[src/rtl/tmr_pkg.sv]
package tmr_pkg;

    localparam int BYTE_W = 8;

    typedef logic [BYTE_W-1:0] byte_t;

    typedef enum logic [1:0] {
        MODE_WIDE_ALT = 2'd0,
        MODE_WIDE     = 2'd1,
        MODE_RELOAD   = 2'd2,
        MODE_SPLIT    = 2'd3
    } mode_e;

    // Nibble layout: gate enable, source select, mode
    typedef struct packed {
        logic  gate_en;
        logic  src_ext;
        mode_e mode;
    } chan_cfg_t;

    typedef struct packed {
        byte_t lo;
        byte_t hi;
        logic  ovf;
    } cnt_res_t;

    localparam logic [2:0] ADDR_LO0 = 3'd0;
    localparam logic [2:0] ADDR_HI0 = 3'd1;
    localparam logic [2:0] ADDR_LO1 = 3'd2;
    localparam logic [2:0] ADDR_HI1 = 3'd3;
    localparam logic [2:0] ADDR_CFG = 3'd4;
    localparam logic [2:0] ADDR_CTL = 3'd5;

    localparam int CTL_FLAG_BASE = 4;

    // One step of a non-split channel; mode 3 here means "hold"
    function automatic cnt_res_t step_count(mode_e mode, byte_t lo, byte_t hi, logic inc);
        cnt_res_t r;
        logic [2*BYTE_W:0] wide;
        r.lo  = lo;
        r.hi  = hi;
        r.ovf = 1'b0;
        wide  = '0;
        if (inc) begin
            case (mode)
                MODE_RELOAD: begin
                    if (lo == '1) begin
                        r.lo  = hi;
                        r.ovf = 1'b1;
                    end else begin
                        r.lo = lo + byte_t'(1);
                    end
                end
                MODE_SPLIT: r.ovf = 1'b0;
                default: begin
                    wide = {1'b0, hi, lo} + (2*BYTE_W+1)'(1);
                    r.ovf = wide[2*BYTE_W];
                    r.hi  = wide[2*BYTE_W-1:BYTE_W];
                    r.lo  = wide[BYTE_W-1:0];
                end
            endcase
        end
        return r;
    endfunction

endpackage

[src/rtl/tmr_prescale.sv]
module tmr_prescale #(
    parameter int DIV = 6
) (
    input  logic clk,
    input  logic rst,
    output logic tick
);
    localparam int CW = (DIV > 1) ? $clog2(DIV) : 1;

    logic [CW-1:0] cnt_q;

    assign tick = (cnt_q == CW'(DIV - 1));

    always_ff @(posedge clk) begin
        if (rst)       cnt_q <= '0;
        else if (tick) cnt_q <= '0;
        else           cnt_q <= cnt_q + CW'(1);
    end

    // the tick is a lone pulse, never two cycles in a row
    a_r3_tick_single: assert property (@(posedge clk) disable iff (rst)
        tick |=> !tick);

endmodule

[src/rtl/tmr_pin_sync.sv]
module tmr_pin_sync #(
    parameter int STAGES = 2
) (
    input  logic clk,
    input  logic rst,
    input  logic pin,
    output logic level,
    output logic fall
);
    logic [STAGES-1:0] sync_q;
    logic              prev_q;

    assign level = sync_q[STAGES-1];
    assign fall  = prev_q & ~level;

    always_ff @(posedge clk) begin
        if (rst) begin
            sync_q <= '0;
            prev_q <= 1'b0;
        end else begin
            sync_q <= {sync_q[STAGES-2:0], pin};
            prev_q <= level;
        end
    end

    // one falling edge gives a single-cycle count enable
    a_r6_fall_single: assert property (@(posedge clk) disable iff (rst)
        fall |=> !fall);

endmodule

[src/rtl/tmr_pair.sv]
module tmr_pair
    import tmr_pkg::*;
#(
    parameter int PRESCALE    = 6,
    parameter int SYNC_STAGES = 2
) (
    input  logic       clk,
    input  logic       rst,
    input  logic [2:0] bus_addr,
    input  logic       bus_wr,
    input  logic [7:0] bus_wdata,
    output logic [7:0] bus_rdata,
    input  logic [1:0] cnt_pin,
    input  logic [1:0] gate_pin,
    input  logic [1:0] irq_ack,
    output logic [1:0] irq
);
    localparam int NCH = 2;

    byte_t     [NCH-1:0] lo_q, hi_q, nxt_lo, nxt_hi;
    chan_cfg_t [NCH-1:0] cfg_q;
    logic      [NCH-1:0] run_q, flag_q, set_flag;
    logic      [NCH-1:0] wr_lo, wr_hi;
    logic      [NCH-1:0] cnt_fall, gate_lvl, inc;
    logic                tick, split, hi_inc, hi_wrap;
    logic                wr_cfg, wr_ctl;
    cnt_res_t            res [NCH];

    tmr_prescale #(.DIV(PRESCALE)) u_pre (
        .clk  (clk),
        .rst  (rst),
        .tick (tick)
    );

    for (genvar g = 0; g < NCH; g++) begin : g_chan
        logic cnt_lvl_unused;

        tmr_pin_sync #(.STAGES(SYNC_STAGES)) u_cnt (
            .clk   (clk),
            .rst   (rst),
            .pin   (cnt_pin[g]),
            .level (cnt_lvl_unused),
            .fall  (cnt_fall[g])
        );

        tmr_pin_sync #(.STAGES(SYNC_STAGES)) u_gate (
            .clk   (clk),
            .rst   (rst),
            .pin   (gate_pin[g]),
            .level (gate_lvl[g]),
            .fall  ()
        );

        assign inc[g] = run_q[g]
                      & (~cfg_q[g].gate_en | gate_lvl[g])
                      & (cfg_q[g].src_ext ? cnt_fall[g] : tick);

        assign wr_lo[g] = bus_wr && (bus_addr == 3'(2 * g));
        assign wr_hi[g] = bus_wr && (bus_addr == 3'(2 * g + 1));
    end

    assign wr_cfg = bus_wr && (bus_addr == ADDR_CFG);
    assign wr_ctl = bus_wr && (bus_addr == ADDR_CTL);
    assign split  = (cfg_q[0].mode == MODE_SPLIT);
    assign hi_inc = run_q[1] & tick;

    always_comb begin
        for (int c = 0; c < NCH; c++) begin
            res[c]      = step_count(cfg_q[c].mode, lo_q[c], hi_q[c], inc[c]);
            nxt_lo[c]   = res[c].lo;
            nxt_hi[c]   = res[c].hi;
            set_flag[c] = res[c].ovf;
        end
        hi_wrap = 1'b0;
        if (split) begin
            nxt_lo[0]   = lo_q[0] + byte_t'(inc[0]);
            set_flag[0] = inc[0] && (lo_q[0] == '1);
            nxt_hi[0]   = hi_q[0] + byte_t'(hi_inc);
            hi_wrap     = hi_inc && (hi_q[0] == '1);
            set_flag[1] = hi_wrap;
        end
    end

    always_ff @(posedge clk) begin
        if (rst) begin
            lo_q   <= '0;
            hi_q   <= '0;
            cfg_q  <= '0;
            run_q  <= '0;
            flag_q <= '0;
        end else begin
            for (int c = 0; c < NCH; c++) begin
                lo_q[c] <= wr_lo[c] ? bus_wdata : nxt_lo[c];
                hi_q[c] <= wr_hi[c] ? bus_wdata : nxt_hi[c];
                if (set_flag[c])
                    flag_q[c] <= 1'b1;
                else if (irq_ack[c])
                    flag_q[c] <= 1'b0;
                else if (wr_ctl && !bus_wdata[CTL_FLAG_BASE + c])
                    flag_q[c] <= 1'b0;
            end
            if (wr_cfg) cfg_q <= bus_wdata;
            if (wr_ctl) run_q <= bus_wdata[NCH-1:0];
        end
    end

    always_comb begin
        case (bus_addr)
            ADDR_LO0: bus_rdata = lo_q[0];
            ADDR_HI0: bus_rdata = hi_q[0];
            ADDR_LO1: bus_rdata = lo_q[1];
            ADDR_HI1: bus_rdata = hi_q[1];
            ADDR_CFG: bus_rdata = cfg_q;
            ADDR_CTL: bus_rdata = {2'b00, flag_q, 2'b00, run_q};
            default:  bus_rdata = 8'h00;
        endcase
    end

    assign irq = flag_q;

    // reload mode never alters the high byte except by a write
    a_r5_reload_keeps_hi: assert property (@(posedge clk) disable iff (rst)
        (cfg_q[0].mode == MODE_RELOAD && !wr_hi[0]) |=> $stable(hi_q[0]));

    // a stopped channel 0 low byte holds its value
    a_r7_stopped_holds: assert property (@(posedge clk) disable iff (rst)
        (!run_q[0] && !wr_lo[0]) |=> $stable(lo_q[0]));

    // split high byte moves only on a tick with channel 1 running
    a_r8_split_hi_tick: assert property (@(posedge clk) disable iff (rst)
        (split && !wr_hi[0] && !(run_q[1] && tick)) |=> $stable(hi_q[0]));

    // in split mode channel 1 cannot raise its flag on its own
    a_r9_no_ch1_flag: assert property (@(posedge clk) disable iff (rst)
        (split && !hi_wrap && !flag_q[1]) |=> !flag_q[1]);

    // acknowledge clears the flag when no overflow coincides
    a_r10_ack_clears: assert property (@(posedge clk) disable iff (rst)
        (irq_ack[0] && !set_flag[0]) |=> !irq[0]);

    // written low byte wins over any increment
    a_r11_write_wins: assert property (@(posedge clk) disable iff (rst)
        wr_lo[0] |=> (lo_q[0] == $past(bus_wdata)));

endmodule

[config.mk]
export PLATFORM = sky130hd
export DESIGN_NAME = tmr_pair
export DESIGN_NICKNAME = d
export VERILOG_FILES = /design/src/rtl/tmr_pkg.sv /design/src/rtl/tmr_prescale.sv /design/src/rtl/tmr_pin_sync.sv /design/src/rtl/tmr_pair.sv
export SDC_FILE = /design/constraint.sdc
export NUM_CORES = 1
export LEC_CHECK = 0
export ABC_AREA = 1
export BUFFER_PORTS_ARGS = -buffer_cell sky130_fd_sc_hd__buf_2
export CAP_MARGIN = 20
export CORE_MARGIN = 2
export CORE_UTILIZATION = 55
export DETAILED_ROUTE_END_ITERATION = 12
export GPL_TIMING_DRIVEN = 0
export HOLD_SLACK_MARGIN = 0.08
export PLACE_DENSITY = 0.74
export SYNTH_ARGS = -nofsm -noshare
export SYNTH_HDL_FRONTEND = slang
export SYNTH_SLANG_ARGS = --single-unit
[constraint.sdc]
create_clock -name clk -period 2.88 [get_ports clk]
set_clock_uncertainty 0.05 [all_clocks]
set_input_delay 0.576 -clock clk [delete_from_list [all_inputs] [get_ports clk]]
set_output_delay 0.576 -clock clk [all_outputs]
set_load 0.02 [all_outputs]
==> summary.txt <==
Status
  – Status: finished, final reports clean

Synth
  – Main combinational cell family by area after synthesis: simple AND/OR/NAND/NOR gates
  – Simple-gate share of the synthesized area: 0.3453
  – Synth Cell Area: 4073 µm²
  – Syn_nets: 683
  – Compound-cell area share of the yosys netlist: 0.2089
  – Mux cell area share after synthesis: 0
  – Netlist cell types: 41
  – Post-synthesis cell count: 655
  – Yosys warnings: 0
  – Adder-Cell Fraction of Synth Area: 0.02458
  – #FFs+latches synth: 57
  – Xor and xnor area share after synthesis: 0.02581
  – Register area share after synthesis: 0.2802
  – Mean post-synth cell area: 6.218 µm²

Floorplan
  – Die Area: 8109 µm²
  – Die width: 90.05 µm
  – Rows: 31
  – CORE AREA: 7214 µm²
  – Die H: 90.05 µm
  – Initial Util: 0.5645
  – IO Pins: 30

Detailed routing
  – 1st-iter DRT viols: 343
  – Routed length per instance: 16.30 µm
  – Post-Route WL: 13030 µm
  – DR vias: 4556
  – Vias per Instance: 5.702
  – DRC Markers: 0
  – Routed Antenna Nets: 0
  – DR pass1 iterations: 5

Worst setup path
  – Critical Setup Path Class: in -> out
  – CP max-delay cell: nor3_1
  – Required time of the critical path: 2.25 ns
  – Worst R2R Path Depth: 14
  – Setup crit end kind: output pin
  – R2R setup slack: 0.65 ns
  – Crit-path max FO: 3
  – Top Family by Delay on Critical Path: buffers and inverters
  – Critical Path Source Type: primary input
  – WP buf/inv: 4
  – CP peak stage delay: 0.32 ns
  – Capturing point of the worst reg2reg path: lo_q[6]
  – Worst reg2reg startpoint: u_pre.cnt_q[0]
  – Crit-path cells: buf_2 > inv_1 > nor3_1 > inv_1 > o22ai_1 > a21oi_1 > o211ai_1 > buf_2
  – WP data arrival: 1.84 ns

Hold path
  – Worst Hold Depth: 2
  – Hold path startpoint: g_chan[0].u_gate.sync_q[0]
  – HP Class: reg -> reg
  – Worst min-delay path endpoint: g_chan[0].u_gate.sync_q[1]

Placed design
  – Port Buffers: 29
  – Dpl hpwl: 9854 µm
  – Total placed instance area: 4342 µm²
  – RD Place Congestion: 1.008

Clock network
  – Clock Latency Late Sink: 0.36 ns
  – CTS Hold Bufs: 0
  – Clock Sinks: 57
  – Inserted Clock Buffers: 9
  – Postcts setup bufs: 0
  – CTS H-tree lvls: 3
  – PostCTS Resize Cnt: 0
  – Clock buffer depth: 2
  – CTS tree: built
  – Clk root buf: clkbuf_8
  – Worst-path clk slew: 0.08 ns

Global routing
  – First-pass GRT wire length: 20820 µm
  – GRT Resource Usage Total: 0.3235
  – Vias in the first global route: 4234
  – Grt ovf: 0
  – Pin count of the biggest net entering global routing: 13
  – Antenna violations before repair: 0

Timing
  – Fmax: 0.4052 GHz
  – Hold_ws: 0.3534 ns
  – Final Cycle Share: 0.8570
  – Fin crit period: 2.468 ns
  – Final hold viol count: 0
  – Unrepaired setup endpoints after global routing: false
  – Slew HR: 0.5538
  – Final TNS setup: 0 ns
  – # setup viols final: 0
  – Worst-Margin Slew: 0.6693 ns
  – Fin. max-slew vios: 0

Power and ir drop
  – Sequential share of power: 0.419
  – Clock group share of total power: 0.487
  – VDD IR-drop max: 0.3822 mV
  – Leak: 0.002042 µW
  – Combinational power share: 0.094
  – Net switching power figure: 546.4 µW
  – Net Sw Frac: 0.2727
  – Internal Power: 1457 µW
  – PD cells: 436.5 nW/µm²

Cells and area
  – Commonest non-fill, non-tap cell in the layout: nand2_1
  – Final instance area: 4591 µm²
  – Fillcell total: 702
  – Commonest non-fill, non-tap cells in the layout: nand2_1 (147), inv_1 (94), nor2_1 (82)
  – Layout cells sized above 1: 0.1257
  – Nets: 723
  – Diodes inserted: 0
  – Synthesis-to-layout area growth: 12.72%

Job
  – Maxcap violations: 0
[power by group through the flow]
stage | Clock [µW] | Sequential [µW] | Combinational [µW]
6_report | 976 | 840 | 188
2_1_floorplan | 0 | 849 | 117
3_3_place_gp | 0 | 856 | 180
5_1_grt | 1000 | 843 | 208
4_1_cts | 980 | 839 | 185
3_5_place_dp | 0 | 857 | 184
[cells by family after synthesis]
kind of cell / after synthesis
buffers and inverters: 115
XOR/XNOR: 12
AND/OR/NAND/NOR: 314
AO/OA/AOI/OAI: 149
flip-flops: 57
adder cells (fa/ha/maj): 8
[registers in the layout, summed over array words and instances, names as in the netlist]
| name | count |
|---|---|
| u_pre.cnt_q | 3 |
| g_chan.u_gate.sync_q | 4 |
| g_chan.u_cnt.sync_q | 4 |
| g_chan.u_cnt.prev_q | 2 |
| lo_q | 16 |
| run_q | 2 |
| hi_q | 16 |
| irq | 2 |
| cfg_q | 8 |
[worst max path at each step]
stage	from	endpoint	slack, ns	cells past startpoint
floorplan	bus_addr[1]	bus_rdata[7]	0.90	3
global placement	bus_addr[0]	bus_rdata[0]	0.48	8
detailed placement	bus_addr[0]	bus_rdata[0]	0.47	8
CTS	bus_addr[0]	bus_rdata[0]	0.47	8
global route	bus_addr[0]	bus_rdata[0]	0.35	8
finish	bus_addr[0]	bus_rdata[0]	0.41	8
[per-stage QoR]
stage	setup WS (ns)	instances	total power (µW)	util
floorplan	0.9016	655	966.5	-
global placement	0.4827	783	1036	0.6018
detailed placement	0.4714	783	1041	0.6018
CTS	0.4711	799	2003	0.6363
global route	0.3545	799	2056	0.6363
finish	0.4119	799	2004	0.6363
[Yosys cell counts]
cell	n	area share
a21oi_1	62	0.076
a21oi_2	1	0.0022
a221oi_1	1	0.0022
a22oi_1	4	0.0074
buf_1	2	0.0018
buf_2	5	0.0061
buf_4	1	0.0018
buf_6	2	0.0055
clkbuf_1	4	0.0037
clkbuf_8	1	0.0034
clkinv_1	1	0.00092
dfxtp_1	57	0.28
ha_1	8	0.025
inv_1	94	0.087
inv_2	4	0.0037
inv_4	1	0.0015
nand2_1	147	0.14
nand2_2	8	0.012
nand2_4	2	0.0055
nand3_1	44	0.054
nand3_2	2	0.0049
nand3b_1	2	0.0037
nand4_1	8	0.012
nor2_1	82	0.076
nor2_2	5	0.0077
nor2_4	4	0.011
nor2_8	2	0.0098
nor3_1	4	0.0049
nor3_2	2	0.0049
o211ai_1	21	0.039
o211ai_2	1	0.0031
o21ai_0	42	0.052
o21ai_1	4	0.0049
o21ai_2	1	0.0022
o21bai_1	1	0.0018
o221ai_1	3	0.0065
o22ai_1	8	0.012
or2_0	1	0.0015
or2_2	1	0.0015
xnor2_1	4	0.0086
xor2_1	8	0.017
[area by class of cell]
class | count | area (µm²) | share of cell area
plain buffers | 15 | 91.34 | 0.01990
clock buffers | 9 | 123.9 | 0.02698
clock inverters | 7 | 125.1 | 0.02726
inverters | 100 | 377.9 | 0.08231
multi-input cells | 483 | 2462 | 0.5364
flip-flops and latches | 57 | 1141 | 0.2486
well taps | 99 | 123.9 | 0.02698
repair buffers | 29 | 145.1 | 0.03162
[routing by layer]
metal / GRT usage / vias up / share of wire
met5: 0 / - / 0
met4: 0.1654 / 0 / 0.043
met3: 0.04862 / 52 / 0.086
met2: 0.5508 / 216 / 0.47
met1: 0.3961 / 2063 / 0.40
li1: - / 2225 / -
[worst register-to-register path, cell delays in order, from the launching register on]
cell and delay [ns]:
dfxtp_1 0.36, ha_1 0.19, nand3_1 0.08, nand2_1 0.07, nand2_1 0.14, inv_1 0.19
ha_1 0.20, ha_1 0.17, nand2_1 0.06, inv_1 0.07, nand2_1 0.07, nor2_1 0.12
xor2_1 0.17, a21oi_1 0.08, a21oi_1 0.14
(Power assumes the default switching activity.)
